File: src/rtl/int_exec_pkg.sv
package int_exec_pkg;

   localparam int INSTR_W = 32;
   localparam int OPC_W   = 6;
   localparam int FN_W    = 6;
   localparam int RIDX_W  = 5;
   localparam int SH_W    = 5;

   // field positions of the instruction word
   localparam int OPC_LSB = 26;
   localparam int RS_LSB  = 21;
   localparam int RT_LSB  = 16;
   localparam int RD_LSB  = 11;
   localparam int SH_LSB  = 6;

   localparam logic [OPC_W-1:0] OPC_REGREG = 6'd0;
   localparam logic [OPC_W-1:0] OPC_ADDC   = 6'd8;
   localparam logic [OPC_W-1:0] OPC_ANDC   = 6'd12;
   localparam logic [OPC_W-1:0] OPC_ORC    = 6'd13;
   localparam logic [OPC_W-1:0] OPC_XORC   = 6'd14;
   localparam logic [OPC_W-1:0] OPC_UPPER  = 6'd15;

   localparam logic [FN_W-1:0] FN_ADD = 6'd32;
   localparam logic [FN_W-1:0] FN_SUB = 6'd34;
   localparam logic [FN_W-1:0] FN_AND = 6'd36;
   localparam logic [FN_W-1:0] FN_OR  = 6'd37;
   localparam logic [FN_W-1:0] FN_XOR = 6'd38;
   localparam logic [FN_W-1:0] FN_NOR = 6'd39;

   typedef enum logic [2:0] {
      ALU_ADD,
      ALU_SUB,
      ALU_AND,
      ALU_OR,
      ALU_XOR,
      ALU_NOR,
      ALU_UPPER
   } alu_op_e;

   typedef enum logic [1:0] {
      SRCB_REG,
      SRCB_SEXT,
      SRCB_ZEXT
   } srcb_e;

   typedef struct packed {
      logic              legal;
      alu_op_e           op;
      srcb_e             srcb;
      logic [RIDX_W-1:0] dst;
   } dec_t;

endpackage

File: src/rtl/int_exec_decode.sv
module int_exec_decode
   import int_exec_pkg::*;
(
   input  logic [OPC_W-1:0]  opc_i,
   input  logic [FN_W-1:0]   fn_i,
   input  logic [SH_W-1:0]   sh_i,
   input  logic [RIDX_W-1:0] rt_i,
   input  logic [RIDX_W-1:0] rd_i,
   output dec_t              dec_o
);

   always_comb begin
      dec_o       = '0;
      dec_o.legal = 1'b0;
      dec_o.op    = ALU_ADD;
      dec_o.srcb  = SRCB_REG;
      dec_o.dst   = rt_i;
      unique case (opc_i)
         OPC_REGREG: begin
            dec_o.dst  = rd_i;
            dec_o.srcb = SRCB_REG;
            dec_o.legal = (sh_i == '0);
            case (fn_i)
               FN_ADD:  dec_o.op = ALU_ADD;
               FN_SUB:  dec_o.op = ALU_SUB;
               FN_AND:  dec_o.op = ALU_AND;
               FN_OR:   dec_o.op = ALU_OR;
               FN_XOR:  dec_o.op = ALU_XOR;
               FN_NOR:  dec_o.op = ALU_NOR;
               default: dec_o.legal = 1'b0;
            endcase
         end
         OPC_ADDC: begin
            dec_o.legal = 1'b1;
            dec_o.op    = ALU_ADD;
            dec_o.srcb  = SRCB_SEXT;
         end
         OPC_ANDC: begin
            dec_o.legal = 1'b1;
            dec_o.op    = ALU_AND;
            dec_o.srcb  = SRCB_ZEXT;
         end
         OPC_ORC: begin
            dec_o.legal = 1'b1;
            dec_o.op    = ALU_OR;
            dec_o.srcb  = SRCB_ZEXT;
         end
         OPC_XORC: begin
            dec_o.legal = 1'b1;
            dec_o.op    = ALU_XOR;
            dec_o.srcb  = SRCB_ZEXT;
         end
         OPC_UPPER: begin
            dec_o.legal = 1'b1;
            dec_o.op    = ALU_UPPER;
            dec_o.srcb  = SRCB_ZEXT;
         end
         default: dec_o.legal = 1'b0;
      endcase
   end

endmodule

File: src/rtl/int_exec_regfile.sv
module int_exec_regfile #(
   parameter int DATA_W     = 32,
   parameter int REGS       = 32,
   parameter bit RESET_BANK = 1'b1,
   localparam int AW        = $clog2(REGS)
) (
   input  logic              clk,
   input  logic              rst_n,
   input  logic [AW-1:0]     ra_a_i,
   input  logic [AW-1:0]     ra_b_i,
   output logic [DATA_W-1:0] rd_a_o,
   output logic [DATA_W-1:0] rd_b_o,
   input  logic              we_i,
   input  logic [AW-1:0]     wa_i,
   input  logic [DATA_W-1:0] wd_i
);

   logic [DATA_W-1:0] bank [REGS];

   for (genvar i = 0; i < REGS; i++) begin : g_ent
      if (i == 0) begin : g_zero
         assign bank[i] = '0;
      end else begin : g_live
         logic [DATA_W-1:0] q;
         logic              hit;
         assign hit = we_i && (wa_i == AW'(i));
         if (RESET_BANK) begin : g_rst
            always_ff @(posedge clk or negedge rst_n) begin
               if (!rst_n)   q <= '0;
               else if (hit) q <= wd_i;
            end
         end else begin : g_nrst
            always_ff @(posedge clk) begin
               if (hit) q <= wd_i;
            end
         end
         assign bank[i] = q;
      end
   end

   assign rd_a_o = bank[ra_a_i];
   assign rd_b_o = bank[ra_b_i];

endmodule

File: src/rtl/int_exec_alu.sv
module int_exec_alu
   import int_exec_pkg::*;
#(
   parameter int DATA_W       = 32,
   parameter int IMM_W        = 16,
   parameter bit SHARED_ADDER = 1'b1
) (
   input  logic [DATA_W-1:0] a_i,
   input  logic [DATA_W-1:0] b_i,
   input  alu_op_e           op_i,
   output logic [DATA_W-1:0] y_o
);

   logic [DATA_W-1:0] arith;
   logic              is_sub;

   assign is_sub = (op_i == ALU_SUB);

   if (SHARED_ADDER) begin : g_shared
      logic [DATA_W-1:0] b_inv;
      assign b_inv = b_i ^ {DATA_W{is_sub}};
      assign arith = a_i + b_inv + {{(DATA_W-1){1'b0}}, is_sub};
   end else begin : g_split
      logic [DATA_W-1:0] sum;
      logic [DATA_W-1:0] dif;
      assign sum   = a_i + b_i;
      assign dif   = a_i - b_i;
      assign arith = is_sub ? dif : sum;
   end

   always_comb begin
      unique case (op_i)
         ALU_ADD,
         ALU_SUB:   y_o = arith;
         ALU_AND:   y_o = a_i & b_i;
         ALU_OR:    y_o = a_i | b_i;
         ALU_XOR:   y_o = a_i ^ b_i;
         ALU_NOR:   y_o = ~(a_i | b_i);
         ALU_UPPER: y_o = b_i << IMM_W;
         default:   y_o = '0;
      endcase
   end

endmodule

File: src/rtl/int_exec_unit.sv
module int_exec_unit
   import int_exec_pkg::*;
#(
   parameter int DATA_W       = 32,
   parameter int IMM_W        = 16,
   parameter int REGS         = 32,
   parameter bit SHARED_ADDER = 1'b1,
   parameter bit RESET_BANK   = 1'b1,
   localparam int AW          = $clog2(REGS)
) (
   input  logic              clk,
   input  logic              rst_n,
   input  logic              instr_valid_i,
   input  logic [31:0]       instr_i,
   output logic [DATA_W-1:0] result_o,
   output logic              wb_en_o,
   output logic [AW-1:0]     wb_addr_o,
   output logic              illegal_o
);

   // elaboration-time parameter checks
   if (IMM_W != 16) begin : g_bad_imm
      $error("int_exec_unit: IMM_W must match the 16-bit constant field");
   end
   if (DATA_W != 2 * IMM_W) begin : g_bad_data
      $error("int_exec_unit: DATA_W must be twice IMM_W");
   end
   if (REGS != (1 << RIDX_W)) begin : g_bad_regs
      $error("int_exec_unit: REGS must match the register index field");
   end

   logic [OPC_W-1:0]  f_opc;
   logic [RIDX_W-1:0] f_rs;
   logic [RIDX_W-1:0] f_rt;
   logic [RIDX_W-1:0] f_rd;
   logic [SH_W-1:0]   f_sh;
   logic [FN_W-1:0]   f_fn;
   logic [IMM_W-1:0]  f_imm;

   assign f_opc = instr_i[OPC_LSB +: OPC_W];
   assign f_rs  = instr_i[RS_LSB  +: RIDX_W];
   assign f_rt  = instr_i[RT_LSB  +: RIDX_W];
   assign f_rd  = instr_i[RD_LSB  +: RIDX_W];
   assign f_sh  = instr_i[SH_LSB  +: SH_W];
   assign f_fn  = instr_i[0 +: FN_W];
   assign f_imm = instr_i[0 +: IMM_W];

   dec_t dec;

   int_exec_decode u_dec (
      .opc_i (f_opc),
      .fn_i  (f_fn),
      .sh_i  (f_sh),
      .rt_i  (f_rt),
      .rd_i  (f_rd),
      .dec_o (dec)
   );

   logic [DATA_W-1:0] opa;
   logic [DATA_W-1:0] reg_b;
   logic [DATA_W-1:0] opb;
   logic              commit;

   int_exec_regfile #(
      .DATA_W     (DATA_W),
      .REGS       (REGS),
      .RESET_BANK (RESET_BANK)
   ) u_rf (
      .clk    (clk),
      .rst_n  (rst_n),
      .ra_a_i (AW'(f_rs)),
      .ra_b_i (AW'(f_rt)),
      .rd_a_o (opa),
      .rd_b_o (reg_b),
      .we_i   (commit),
      .wa_i   (AW'(dec.dst)),
      .wd_i   (result_o)
   );

   always_comb begin
      unique case (dec.srcb)
         SRCB_SEXT: opb = {{(DATA_W-IMM_W){f_imm[IMM_W-1]}}, f_imm};
         SRCB_ZEXT: opb = {{(DATA_W-IMM_W){1'b0}}, f_imm};
         default:   opb = reg_b;
      endcase
   end

   int_exec_alu #(
      .DATA_W       (DATA_W),
      .IMM_W        (IMM_W),
      .SHARED_ADDER (SHARED_ADDER)
   ) u_alu (
      .a_i  (opa),
      .b_i  (opb),
      .op_i (dec.op),
      .y_o  (result_o)
   );

   assign commit    = instr_valid_i && dec.legal && (dec.dst != '0);
   assign wb_en_o   = commit;
   assign wb_addr_o = AW'(dec.dst);
   assign illegal_o = instr_valid_i && !dec.legal;

endmodule

File: config.mk
export PLATFORM = sky130hd
export DESIGN_NAME = int_exec_unit
export DESIGN_NICKNAME = d
export VERILOG_FILES = /design/src/rtl/int_exec_pkg.sv /design/src/rtl/int_exec_decode.sv /design/src/rtl/int_exec_regfile.sv /design/src/rtl/int_exec_alu.sv /design/src/rtl/int_exec_unit.sv
export SDC_FILE = /design/constraint.sdc
export NUM_CORES = 2
export LEC_CHECK = 0
export ABC_AREA = 1
export CAP_MARGIN = 20
export CORE_MARGIN = 5
export CORE_UTILIZATION = 30
export DETAILED_ROUTE_END_ITERATION = 8
export SLEW_MARGIN = 10
export SYNTH_ARGS = -nofsm -noshare
export SYNTH_HDL_FRONTEND = slang
export SYNTH_SLANG_ARGS = --single-unit
File: constraint.sdc
create_clock -name clk -period 5.8 [get_ports clk]
set_clock_uncertainty 0.1 [all_clocks]
set_input_delay 0.87 -clock clk [delete_from_list [all_inputs] [get_ports clk]]
set_output_delay 0.87 -clock clk [all_outputs]
set_load 0.02 [all_outputs]
# == Word-level counts from Yosys, hierarchy flattened ==
# Cells that the tools add are included.
# Widths: inputs -> output; s select.
# classes
addsub,2
n_mux,13
n_eq_ne,50
n_bitwise,7
n_reduce_logical,42
n_lt_le_gt_ge,2
# ops
cell,count
$bmux 32 s5,2
$pmux 32 s6,1
$mux 32,4
$eq 5x5->1 const B,16
$pmux 32 s2,1
$xor 32x32->32,2
$eq 5x4->1 const B,8
$eq 6x6->1 const B,6
$logic_and 1x1->1,34
$add 32x1->32,1
$add 32x32->32,1
$and 32x32->32,1
$not 32->32,1
$or 32x32->32,1
$eq 6x4->1 const B,5
$pmux 5 s6,1
$eq 5x3->1 const B,4
$pmux 3 s5,1
$ge 6x6->1 const B,2
$not 5->6,2
$eq 5x2->1 const B,2
$eq 3x3->1 const B,3
$eq 3x2->1 const B,2
$logic_not 6->1,1
other kinds (14),14
# totals
word_cells,147
register_bits,992

# == Depth between registers and ports, before layout ==
# logic_depth
ltp_word,9
depth_mapped,34
depth_no_buf,30

# == Modules after synthesis ==
# From an unflattened synthesis, not the netlist that was laid out.
# hier_totals
cells_unflattened,9103
hier_area_um2,61026.0
# by_module_without_submodules
module,cells_each,seq_area_each_um2,instances,area_per_inst_um2
int_exec_regfile,8225,24823.8,1,55922.4
int_exec_alu,713,0.0,1,4299.1
int_exec_unit,104,0.0,1,514.2
int_exec_decode,61,0.0,1,290.3

# == Worst setup path after synthesis ==
# OpenSTA, ideal clock, no wires.
# synth_path
path_kind,input to output
from,input port instr_i[21]
to,output port result_o[14]
setup_slack_ns,-0.029
stages,29
t_arrival_ns,4.859
t_required_ns,4.830
path_buffers,7
path_cell_list,buf_4 -> inv_2 -> buf_2 -> buf_2 -> buf_2 -> clkbuf_1 -> clkbuf_1 -> o21ai_0 -> o211ai_1 -> nand3_1 -> nand2_1 -> inv_1 -> o21ai_0 -> inv_1 -> ha_1 -> nand3_1 -> nand2_1 -> nand2_1 -> a31oi_1 -> nand2_1 -> a21oi_1 -> nor2_1 -> o21ai_1 -> a21oi_1 -> o21ai_0 -> nand2_1 -> nor2_1 -> clkbuf_1 -> inv_1
# synth_via
elab_chain_len,7
# synth_lines
item,line,source
start: declaration,int_exec_unit.sv:14,"input logic [31:0] instr_i,"
$not 5->6 (implied by the code) *,int_exec_regfile.sv:41,assign rd_a_o = bank[ra_a_i];
$bmux 32 s5 *,int_exec_regfile.sv:41,
$mux 32 (implied by the code) * (2 in series),int_exec_regfile.sv:41,
$add 32x32->32 or $or 32x32->32 (tied branches),"int_exec_alu.sv:22, int_exec_alu.sv:36, int_exec_alu.sv:38",
$add 32x1->32 or $not 32->32 (tied branches),"int_exec_alu.sv:22, int_exec_alu.sv:38",
$pmux 32 s6 *,int_exec_alu.sv:32,unique case (op_i)
end: declaration,int_exec_unit.sv:15,"output logic [DATA_W-1:0] result_o,"
# Mark *: on every way between the ends. The rest lies on a longest branch, timed or not. The select of a mux whose other input is x is not followed.

# == Final worst setup path ==
# layout_path
from,input port instr_i[22]
to,output port result_o[29]
# The elaborated chain is that of the path after synthesis.

==> run metrics <==
GR Overflow Total 0; Reg clk slew, reported paths 60 ps; Worst EP arrival 4770 ps; PD cells 290.5 mW/mm^2; root buffer cell clkbuf_16; register area share after synthesis 0.4074; number of top-level pins 74; Place WS -1153 ps; first-pass GRT wire length 418.1 mm; largest net degree at the start of global routing 153; syn nets 8828; HP Class flip-flop to flip-flop; Setup TNS 0 ps; H-tree depth 3; Final Cycle Share 0.9897; CTS Buf Count 114; post-synthesis cell count 8696; FFs w/ async S/R, synth 1.000; vias per cell 5.601; fmax 174.2 MHz; critical path startpoint category primary input; post-route worst setup slack 59.58 ps; Fin. Hold Viols 0; Max Buffers Root-to-Sink 3; most flop-heavy register u_rf.g_ent.g_live.q; Final HPWL DP 193.6 mm; Hold EP u_rf.g_ent[25].g_live.q[25]; crit-path max FO 17; Worst-Margin Slew 1123 ps; worst-skew pair later-pin latency 800 ps; number of global-route vias before repair 61.29k; syn avg cell area 7.007 um^2; r2r setup slk 1370 ps; worst reg2reg path depth 28; RSZ-0062 raised after global routing yes; CTS Sinks 992; Tot Pwr 22.09 mW; Routed Antenna Nets 0; initial antenna violation count 10; final WL 292.2 mm; Initial Utilization 0.3015; Global Route Usage Sum 0.2623; Rel. slew slack 0.2493; ys flop type dfrtp_1; Row Count 165; Syn-to-layout area delta 24.80%; max FFs per register 992; Hold Startpoint u_rf.g_ent[25].g_live.q[25]; Synth cell types 62; worst r2r dst u_rf.g_ent[25].g_live.q[30]; min Tclk post-route 5740 ps; layout cells sized above 1 0.1624; total of max-cap violations 0; Static Leakage 35.75 nW; Crit. End Element output pin; DIE AREA 0.2122 mm^2; hold depth 2; Pre-antenna DRT Iters 8; worst setup path class primary input to output pin; Layout Utilization 0.3762; Yosys Warn Count 0; CTS tree done; Core Region 0.2021 mm^2; Post-synth EDFFs 0; setup violators final 0; Routed wire per std cell 24.74 um; top flop regs u_rf.g_ent.g_live.q (992); DR DRC count 0; worst r2r src u_rf.g_ent[28].g_live.q[3]; Final Max Tran Viols 0; Mapped Area 0.06093 mm^2; Routability Congestion 1.025; die extent in y 460.7 um; Layout Nets 9165; 1st-iter DRT viols 9492; Max rail drop VDD 0.2544 mV; Worst EP required 4830 ps; Synth Register Bits 992; DIE WIDTH 460.7 um; PortBufs 73; outcome completed; via count 66.15k
==> cells in the mapped netlist (all sizes together), types with 6 or more instances <==
| library cell | n | share of area |
|---|---|---|
| dfrtp | 992 | 0.41 |
| a211o | 6 | 0.00086 |
| nor3 | 39 | 0.0067 |
| o21ai | 1362 | 0.11 |
| nand3b | 7 | 0.00086 |
| ha | 96 | 0.020 |
| clkinv | 7 | 0.00043 |
| nand3 | 633 | 0.053 |
| a21oi | 930 | 0.076 |
| xor2 | 32 | 0.0046 |
| inv | 736 | 0.045 |
| buf | 409 | 0.036 |
| nor2 | 286 | 0.019 |
| a31oi | 20 | 0.0023 |
| a211oi | 9 | 0.0011 |
| a311oi | 10 | 0.0014 |
| nand2 | 2539 | 0.16 |
| a22oi | 33 | 0.0041 |
| clkbuf | 299 | 0.018 |
| o221ai | 15 | 0.0022 |
| a31o | 8 | 0.0011 |
| o211ai | 130 | 0.016 |
| o22ai | 7 | 0.00072 |
| a221oi | 44 | 0.0068 |
==> worst max-delay path by stage <==
stage | slack (ps) | depth (start not counted) | endpoint | startpoint
4_1_cts | -10 | 25 | result_o[22] | instr_i[21]
5_1_grt | -80 | 30 | result_o[30] | instr_i[17]
2_1_floorplan | 40 | 29 | result_o[10] | instr_i[21]
3_3_place_gp | -1180 | 25 | result_o[30] | instr_i[31]
6_report | 60 | 23 | result_o[29] | instr_i[22]
3_5_place_dp | -1150 | 26 | result_o[30] | instr_i[17]
==> power by group <==
part / switching [mW] / internal (mW) / total (mW) / leakage, nW
combinational: 4.24 / 2.17 / 6.41 / 21.2
sequential: 0.261 / 7.32 / 7.58 / 12.5
clock: 3.32 / 4.78 / 8.10 / 2.07
==> final cells by class <==
class / count / area, um^2
clock buffer: 149 / 3267
timing repair buffer: 929 / 9537
multi-input combinational: 6253 / 31280
clock inverter: 66 / 895.9
sequential: 992 / 24820
inverter: 743 / 2882
fill: 20640 / 126100
tap: 2672 / 3343
antenna: 6 / 15.01
==> routing by layer <==
layer | up-vias | global-route usage | part of all wire
met5 | - | 0 | 0.00011
met4 | 4 | 0.1373 | 0.064
met3 | 809 | 0.05911 | 0.11
met2 | 4230 | 0.3899 | 0.42
met1 | 31670 | 0.3556 | 0.40
li1 | 29430 | - | -
==> cells in the final DEF, fill, tap and decap left out, types with 42 or more instances in the layout <==
| master | synthesis | layout |
|---|---|---|
| inv_1 | 686 | 673 |
| o21ai_0 | 1049 | 986 |
| nand2_1 | 2530 | 2487 |
| ha_1 | 96 | 84 |
| o21ai_1 | 307 | 347 |
| dfrtp_1 | 992 | 992 |
| buf_12 | 0 | 109 |
| nor2_1 | 259 | 224 |
| o211ai_1 | 130 | 130 |
| clkbuf_16 | 0 | 130 |
| nand2_2 | 8 | 47 |
| a21oi_1 | 929 | 896 |
| nand3_1 | 625 | 586 |
| nand3_2 | 8 | 42 |
| buf_4 | 35 | 683 |
| inv_2 | 50 | 56 |
==> cells by family (layout without fill, tap and decap cells) <==
logic type | after synthesis | in the layout | synth area share
AOI/OAI and AO/OA | 2602 | 2602 | 0.2296
xor gates and xnor gates | 35 | 35 | 0.005031
adders and majority gates | 97 | 97 | 0.02004
buffers and inverters | 1451 | 1887 | 0.09982
DFF | 992 | 992 | 0.4074
other | 0 | 6 | 0
and+or+nand+nor | 3519 | 3519 | 0.2381
==> critical path, cell delays in order <==
cell and delay [ps]:
buf_12 140, inv_8 150, buf_6 210, buf_16 230, buf_6 210, a21oi_1 60
a22oi_1 240, o21ai_0 130, o21ai_2 310, nand2_1 120, nand2_1 180, inv_1 110
ha_4 320, buf_4 140, nand2_1 130, nor2_2 160, nand2_1 80, o221a_2 270
nand3_1 90, nand3_1 120, nand2_2 140, buf_12 140, buf_4 150
==> metrics by stage <==
stage	cell area [um^2]	hold WS [ps]	cells
2_1_floorplan	60930	348.9	8696
3_3_place_gp	69000	361.9	11490
3_5_place_dp	69020	365.0	11500
4_1_cts	74310	381.3	11750
5_1_grt	76030	389.7	11810
6_report	76040	381.0	11810
==> what timing repair did <==
item | 4_1_cts | 5_1_grt
gates resized for setup | 198 | 287
endpoints found under the hold margin | 3 | 0
endpoints found under the setup margin | 28 | 29
gates cloned | 10 | 14
hold buffers | 1 | 0
buffers inserted | 30 | 41
pin swaps | 37 | 93
Power figures use the tool's default switching activity.
